## config.mk

```make
export PLATFORM = sky130hd
export DESIGN_NAME = xlat_buffer
export DESIGN_NICKNAME = d
export VERILOG_FILES = /design/src/rtl/xlat_pkg.sv /design/src/rtl/xlat_match.sv /design/src/rtl/xlat_victim.sv /design/src/rtl/xlat_resp.sv /design/src/rtl/xlat_buffer.sv
export SDC_FILE = /design/constraint.sdc
export NUM_CORES = 2
export LEC_CHECK = 0
export BUFFER_PORTS_ARGS = -buffer_cell sky130_fd_sc_hd__buf_2
export CAP_MARGIN = 20
export CORE_UTILIZATION = 40
export CTS_CLUSTER_SIZE = 20
export DETAILED_ROUTE_END_ITERATION = 8
export HOLD_SLACK_MARGIN = 0.08
export PLACE_DENSITY_LB_ADDON = 0.2
export SLEW_MARGIN = 40
export SYNTH_ARGS = -nofsm -noshare
export SYNTH_HDL_FRONTEND = slang
export SYNTH_SLANG_ARGS = --single-unit
```

## constraint.sdc

```tcl
create_clock -name clk -period 17.35 [get_ports clk]
set_input_delay 3.47 -clock clk [delete_from_list [all_inputs] [get_ports clk]]
set_output_delay 3.47 -clock clk [all_outputs]
set_load 0.05 [all_outputs]
```

## src/rtl/xlat_pkg.sv

```systemverilog
package xlat_pkg;

  typedef struct packed {
    logic rd;
    logic wr;
  } xlat_perm_t;

  // An access is allowed when the permission matching its direction is set.
  function automatic logic xlat_allowed(input xlat_perm_t perm, input logic is_write);
    return is_write ? perm.wr : perm.rd;
  endfunction

endpackage

```

## src/rtl/xlat_match.sv

```systemverilog
module xlat_match #(
  parameter int ENTRIES = 32,
  parameter int VPN_W   = 30
) (
  input  logic [ENTRIES-1:0]            valid_q,
  input  logic [ENTRIES-1:0][VPN_W-1:0] tag_q,
  input  logic [VPN_W-1:0]              key,
  output logic [ENTRIES-1:0]            match_vec,
  output logic                          any_match
);

  // One comparator per entry, all evaluated in parallel.
  for (genvar g = 0; g < ENTRIES; g++) begin : g_cmp
    assign match_vec[g] = valid_q[g] && (tag_q[g] == key);
  end

  assign any_match = |match_vec;

endmodule

```

## src/rtl/xlat_victim.sv

```systemverilog
module xlat_victim #(
  parameter int ENTRIES = 32,
  parameter int IDX_W   = $clog2(ENTRIES)
) (
  input  logic [ENTRIES-1:0] valid_q,
  input  logic               dup_hit,
  input  logic [ENTRIES-1:0] dup_vec,
  input  logic [IDX_W-1:0]   ptr_q,
  output logic [IDX_W-1:0]   slot
);

  logic [IDX_W-1:0] dup_idx;
  logic [IDX_W-1:0] free_idx;
  logic             free_found;

  always_comb begin
    dup_idx    = '0;
    free_idx   = '0;
    free_found = 1'b0;
    for (int i = 0; i < ENTRIES; i++) begin
      if (dup_vec[i]) dup_idx = IDX_W'(i);
    end
    // Scan downwards so the lowest invalid index wins.
    for (int i = ENTRIES - 1; i >= 0; i--) begin
      if (!valid_q[i]) begin
        free_found = 1'b1;
        free_idx   = IDX_W'(i);
      end
    end
    if (dup_hit)         slot = dup_idx;
    else if (free_found) slot = free_idx;
    else                 slot = ptr_q;
  end

endmodule

```

## src/rtl/xlat_resp.sv

```systemverilog
module xlat_resp
  import xlat_pkg::*;
#(
  parameter int PPN_W = 21,
  parameter int OFF_W = 13,
  parameter int PA_W  = PPN_W + OFF_W
) (
  input  logic             clk,
  input  logic             rst,
  input  logic             accept,
  input  logic             is_write,
  input  logic             found,
  input  xlat_perm_t       perm,
  input  logic [PPN_W-1:0] ppn,
  input  logic [OFF_W-1:0] offset,
  output logic             res_valid,
  output logic             res_hit,
  output logic             res_miss,
  output logic             res_viol,
  output logic [PA_W-1:0]  res_paddr
);

  logic violation;
  logic granted;

  assign violation = found && !xlat_allowed(perm, is_write);
  assign granted   = accept && found && !violation;

  always_ff @(posedge clk) begin
    if (rst) begin
      res_valid <= 1'b0;
      res_hit   <= 1'b0;
      res_miss  <= 1'b0;
      res_viol  <= 1'b0;
      res_paddr <= '0;
    end else begin
      res_valid <= accept;
      res_hit   <= granted;
      res_miss  <= accept && !found;
      res_viol  <= accept && violation;
      res_paddr <= granted ? {ppn, offset} : '0;
    end
  end

endmodule

```

## src/rtl/xlat_buffer.sv

```systemverilog
module xlat_buffer
  import xlat_pkg::*;
#(
  parameter int ENTRIES = 32,
  parameter int VPN_W   = 30,
  parameter int PPN_W   = 21,
  parameter int OFF_W   = 13,
  localparam int VA_W   = VPN_W + OFF_W,
  localparam int PA_W   = PPN_W + OFF_W
) (
  input  logic             clk,
  input  logic             rst,
  input  logic             flush,
  input  logic             lk_valid,
  output logic             lk_ready,
  input  logic [VA_W-1:0]  lk_vaddr,
  input  logic             lk_write,
  input  logic             fill_en,
  input  logic [VPN_W-1:0] fill_vpn,
  input  logic [PPN_W-1:0] fill_ppn,
  input  logic             fill_rd,
  input  logic             fill_wr,
  output logic             res_valid,
  output logic             res_hit,
  output logic             res_miss,
  output logic             res_viol,
  output logic [PA_W-1:0]  res_paddr
);

  localparam int IDX_W = $clog2(ENTRIES);

  logic [ENTRIES-1:0]            valid_q;
  logic [ENTRIES-1:0][VPN_W-1:0] tag_q;
  logic [ENTRIES-1:0][PPN_W-1:0] ppn_q;
  xlat_perm_t [ENTRIES-1:0]      perm_q;
  logic [IDX_W-1:0]              ptr_q;

  logic [ENTRIES-1:0] lk_match;
  logic               lk_found;
  logic [ENTRIES-1:0] fill_match;
  logic               fill_found;
  logic [IDX_W-1:0]   fill_slot;
  logic [PPN_W-1:0]   hit_ppn;
  xlat_perm_t         hit_perm;
  logic               accept;
  logic               fill_take;

  assign lk_ready  = !flush;
  assign accept    = lk_valid && lk_ready;
  assign fill_take = fill_en && !flush;

  // Lookup compare bank.
  xlat_match #(.ENTRIES(ENTRIES), .VPN_W(VPN_W)) u_lk_match (
    .valid_q   (valid_q),
    .tag_q     (tag_q),
    .key       (lk_vaddr[VA_W-1:OFF_W]),
    .match_vec (lk_match),
    .any_match (lk_found)
  );

  // Refill compare bank, keeps every page number in at most one entry.
  xlat_match #(.ENTRIES(ENTRIES), .VPN_W(VPN_W)) u_fill_match (
    .valid_q   (valid_q),
    .tag_q     (tag_q),
    .key       (fill_vpn),
    .match_vec (fill_match),
    .any_match (fill_found)
  );

  xlat_victim #(.ENTRIES(ENTRIES), .IDX_W(IDX_W)) u_victim (
    .valid_q (valid_q),
    .dup_hit (fill_found),
    .dup_vec (fill_match),
    .ptr_q   (ptr_q),
    .slot    (fill_slot)
  );

  // Match vector is one-hot or empty, so an OR of masked entries selects.
  always_comb begin
    hit_ppn  = '0;
    hit_perm = '0;
    for (int i = 0; i < ENTRIES; i++) begin
      if (lk_match[i]) begin
        hit_ppn     = hit_ppn | ppn_q[i];
        hit_perm.rd = hit_perm.rd | perm_q[i].rd;
        hit_perm.wr = hit_perm.wr | perm_q[i].wr;
      end
    end
  end

  xlat_resp #(.PPN_W(PPN_W), .OFF_W(OFF_W), .PA_W(PA_W)) u_resp (
    .clk       (clk),
    .rst       (rst),
    .accept    (accept),
    .is_write  (lk_write),
    .found     (lk_found),
    .perm      (hit_perm),
    .ppn       (hit_ppn),
    .offset    (lk_vaddr[OFF_W-1:0]),
    .res_valid (res_valid),
    .res_hit   (res_hit),
    .res_miss  (res_miss),
    .res_viol  (res_viol),
    .res_paddr (res_paddr)
  );

  // Valid bits and the rotating pointer; flush outranks refill.
  always_ff @(posedge clk) begin
    if (rst || flush) begin
      valid_q <= '0;
      ptr_q   <= '0;
    end else if (fill_take) begin
      valid_q[fill_slot] <= 1'b1;
      ptr_q <= (ptr_q == IDX_W'(ENTRIES - 1)) ? '0 : ptr_q + 1'b1;
    end
  end

  // Entry payload needs no reset: it is ignored while the valid bit is low.
  always_ff @(posedge clk) begin
    if (fill_take) begin
      tag_q[fill_slot]  <= fill_vpn;
      ppn_q[fill_slot]  <= fill_ppn;
      perm_q[fill_slot] <= '{rd: fill_rd, wr: fill_wr};
    end
  end

endmodule

```

==> run_results.csv <==
group,metric,value,unit
global_route,grt_pass1_wl,452,mm
clocking,path_clk_slew,60,ps
clocking,cts_hold_buf,0,
power,pwr-share-seq,48.7,%
drt,drt_iter0_drc,7897,
sta,max_slew_margin,37.9,%
sta,max_freq,0.109,GHz
drt,drc,0,
clocking,post_cts_resized,0,
run_status,status,"finished clean",
yosys,ys_seq_area_share,62.9,%
die,die_y,459,um
clocking,cts_max_level,4,
die,initial_core_util,40.3,%
yosys,syn_inst,5912,
sta,worstMarginPinSlew,931,ps
final_layout,nets,6234,
die,core,207000,sq um
critical_path,critPathKind,"in -> reg",
critical_path,cp_slowest_stage_delay,750,ps
critical_path,cp_common_cell,"buf_4",
critical_path,worstPathArrival,9620,ps
place,dp_hpwl,201,mm
drt,via_count,56700,
place,dp_slack,7560,ps
sta,fin_crit_sh,52.7,%
drt,wl_per_cell,36.6,um
drt,ant_nets,0,
critical_path,path_max_fanout,41,
sta,skew,60.3,ps
global_route,antenna_found_initial,19,
sta,maxSlewViolCount,0,
die,dieWidth,459,um
yosys,synth_edf_count,1696,
critical_path,end_kind,"flip-flop",
clocking,cts_max_path_buffers,3,
sta,report.final.hold_viol_count,0,
place,gp_congestion,0.963,
critical_path,cpMaxStageDelayCell,"buf_4",
min_path,hold_class,"reg -> reg",
final_layout,fill_cells,18300,
critical_path,worst_setup_path_start_kind,"input pin",
power,p_sw_share,24.0,%
yosys,syn_nets,6016,
sta,rsz0062_at_grt,"no",
critical_path,path_cells,"buf_4 > buf_4 > buf_4 > xor2_1 > or3_1 > nor4_1 > a211oi_1 > a311oi_1 > o22ai_1 > o311ai_1 > nand3b_1 > a21boi_1 > nand2b_1 > buf_4 > nor2_4 > buf_4",
critical_path,critPathRequiredTime,17820,ps
clocking,clock_latency,870,ps
job,drv_cap,0,
power,p_leak,28.4,nW
power,combPwrFrac,6.8,%
sta,fin_ws,8200,ps
global_route,grt_pass1_vias,54500,
final_layout,regArea,52400,sq um
clocking,cts_tree,"yes",
power,power_frac_clock,44.5,%
yosys,async_reset_ff_share,0,%
power,p_sw,2.31,mW
power,internal_power,7.32,mW
global_route,grt.total_usage,31.1,%
die,dieArea,210000,sq um
yosys,ys.flop_type,"edfxtp_1",
clocking,cts_buffers,194,
final_layout,area_growth,14.1,%
drt,totalWireLength,332,mm
sta,tns,0,ps
global_route,grt_max_degree,54,
yosys,ys_ff_latch,1771,
yosys,syn_area,83400,sq um
final_layout,drive_gt1_share,11.9,%
drt,routed_via_density,6.24,
clocking,cts-root-buf,"clkbuf_16",
sta,setup_viol,0,
die,io_pins,141,
place,io_buffers,140,
clocking,cts_post_setup_buffers_inserted,0,
clocking,cts_sinks,1771,
sta,period_minus_slack,9150,ps
global_route,grt-ovfl-total,0,
final_layout,multi_input_area,29500,sq um
die,row_count,167,
power,ir_drop,0.000107,V
yosys,synth_cell_types,70,
yosys,yosysWarnings,0,
power,p_per_area,101,nW/um^2
yosys,syn_area_per_cell,14.1,sq um
drt,dr.pass1.iters,6,
-- cell usage in the layout, fill, tap and decap left out, types with 13 or more instances in the layout --
master / count
or2_2: 23
clkinv_2: 38
nand3_1: 113
buf_4: 213
clkbuf_16: 195
nand2_1: 97
clkbuf_1: 30
nor2_1: 43
xnor2_1: 1551
o21ai_0: 28
nor4_1: 175
nor3b_1: 16
nor3_1: 31
inv_1: 44
clkinv_1: 31
bufinv_16: 22
a22o_1: 97
dfxtp_1: 75
buf_16: 23
buf_2: 80
nor4_4: 13
nor4b_1: 26
xor2_1: 366
nand4b_1: 19
a221oi_1: 98
a31oi_1: 27
a22oi_1: 157
nor4_2: 22
or4_1: 37
edfxtp_1: 1696
nor2_4: 32
nand4_1: 625
buf_6: 13
nand2b_1: 21
-- cell families (layout without fill, tap and decap cells) --
| logic type | after synthesis | in the layout | share of synthesized area, % |
|---|---|---|---|
| xor+xnor | 1917 | 1917 | 20.1 |
| buf+inv | 365 | 747 | 2.39 |
| other cells | 0 | 8 | 0 |
| mux | 3 | 3 | 0.0375 |
| fa+ha+maj | 2 | 2 | 0.0300 |
| flops | 1771 | 1771 | 62.9 |
| compound gates | 500 | 500 | 4.70 |
| simple gates | 1354 | 1354 | 9.81 |
-- power by group through the flow --
stage	Sequential (mW)	Combinational [mW]	Clock [mW]
floorplan	4.78	0.352	0
global placement	4.78	0.640	0
detailed placement	4.78	0.639	0
CTS	4.69	0.642	4.33
global route	4.69	0.671	4.48
finish	4.69	0.654	4.28
-- final cells by class --
type                    count  area share, %
well taps                2788           3.67
clock buffers             235           5.39
repair buffers            343           3.16
multi-input cells        3776           31.0
inverters                  44          0.174
clock inverters           125           1.50
flip-flops and latches   1771           55.1
diodes                      8         0.0210
-- metrics by stage --
stage	power, mW	instance area [sq um]	instances	hold slack [ps]	utilization [%]
floorplan	5.14	83400	5912	477	-
detailed placement	5.42	88500	8722	441	42.8
CTS	9.66	95100	9082	450	45.9
global route	9.84	95100	9083	471	45.9
finish	9.63	95100	9090	449	45.9
global placement	5.42	87600	8687	440	42.3
-- critical path, delay by kind of cell --
family	cells	cell delay, ps
simple gates	5	1960
compound gates	5	1350
xor+xnor	1	170
buf+inv	5	2520
-- sequential cells by signal, indices dropped and copies added (netlist names) --
signal and count:
ptr_q 5, u_resp.res_paddr 34, u_resp.res_miss 1, ppn_q 672
u_resp.res_viol 1, tag_q 960, perm_q 64, u_resp.res_hit 1
u_resp.res_valid 1, valid_q 32
-- path summary, 6_finish.rpt --
| kind | startpoint | end | slack, ps | depth (start not counted) |
|---|---|---|---|---|
| setup / recovery | fill_vpn[12] | tag_q[98]$_DFFE_PP_ | 8200 | 16 |
| hold / removal | valid_q[8]$_SDFFE_PP0P_ | valid_q[8]$_SDFFE_PP0P_ | 450 | 2 |
| setup reg to reg | valid_q[18]$_SDFFE_PP0P_ | tag_q[98]$_DFFE_PP_ | 11680 | 12 |
| hold reg to reg | valid_q[8]$_SDFFE_PP0P_ | valid_q[8]$_SDFFE_PP0P_ | 450 | 2 |
-- routing by layer --
metal	routed length [um]	GRT usage, %	vias up
li1	-	-	23000
met1	134000	41.9	29400
met2	154000	50.1	3518
met3	29400	5.00	718
met4	14300	11.9	14
met5	76	0	-
-- cells in the mapped netlist (27+ instances only) --
cell type	number	share of area, %
nand3_1	113	0.68
a31oi_1	27	0.20
buf_2	154	0.92
a22o_1	97	1.0
nor4_1	197	1.5
edfxtp_1	1696	61
xnor2_1	1551	16
a221oi_1	98	1.0
a22oi_1	157	1.4
nor4b_1	27	0.28
xor2_1	366	3.8
nor3_1	31	0.19
or4_1	37	0.33
dfxtp_1	75	1.8
clkbuf_1	65	0.29
inv_1	44	0.20
nand2_1	97	0.44
o21ai_0	28	0.17
buf_4	71	0.64
nor2_1	76	0.34
nand4_1	625	4.7
No activity file was read; power rests on OpenSTA's default activity.
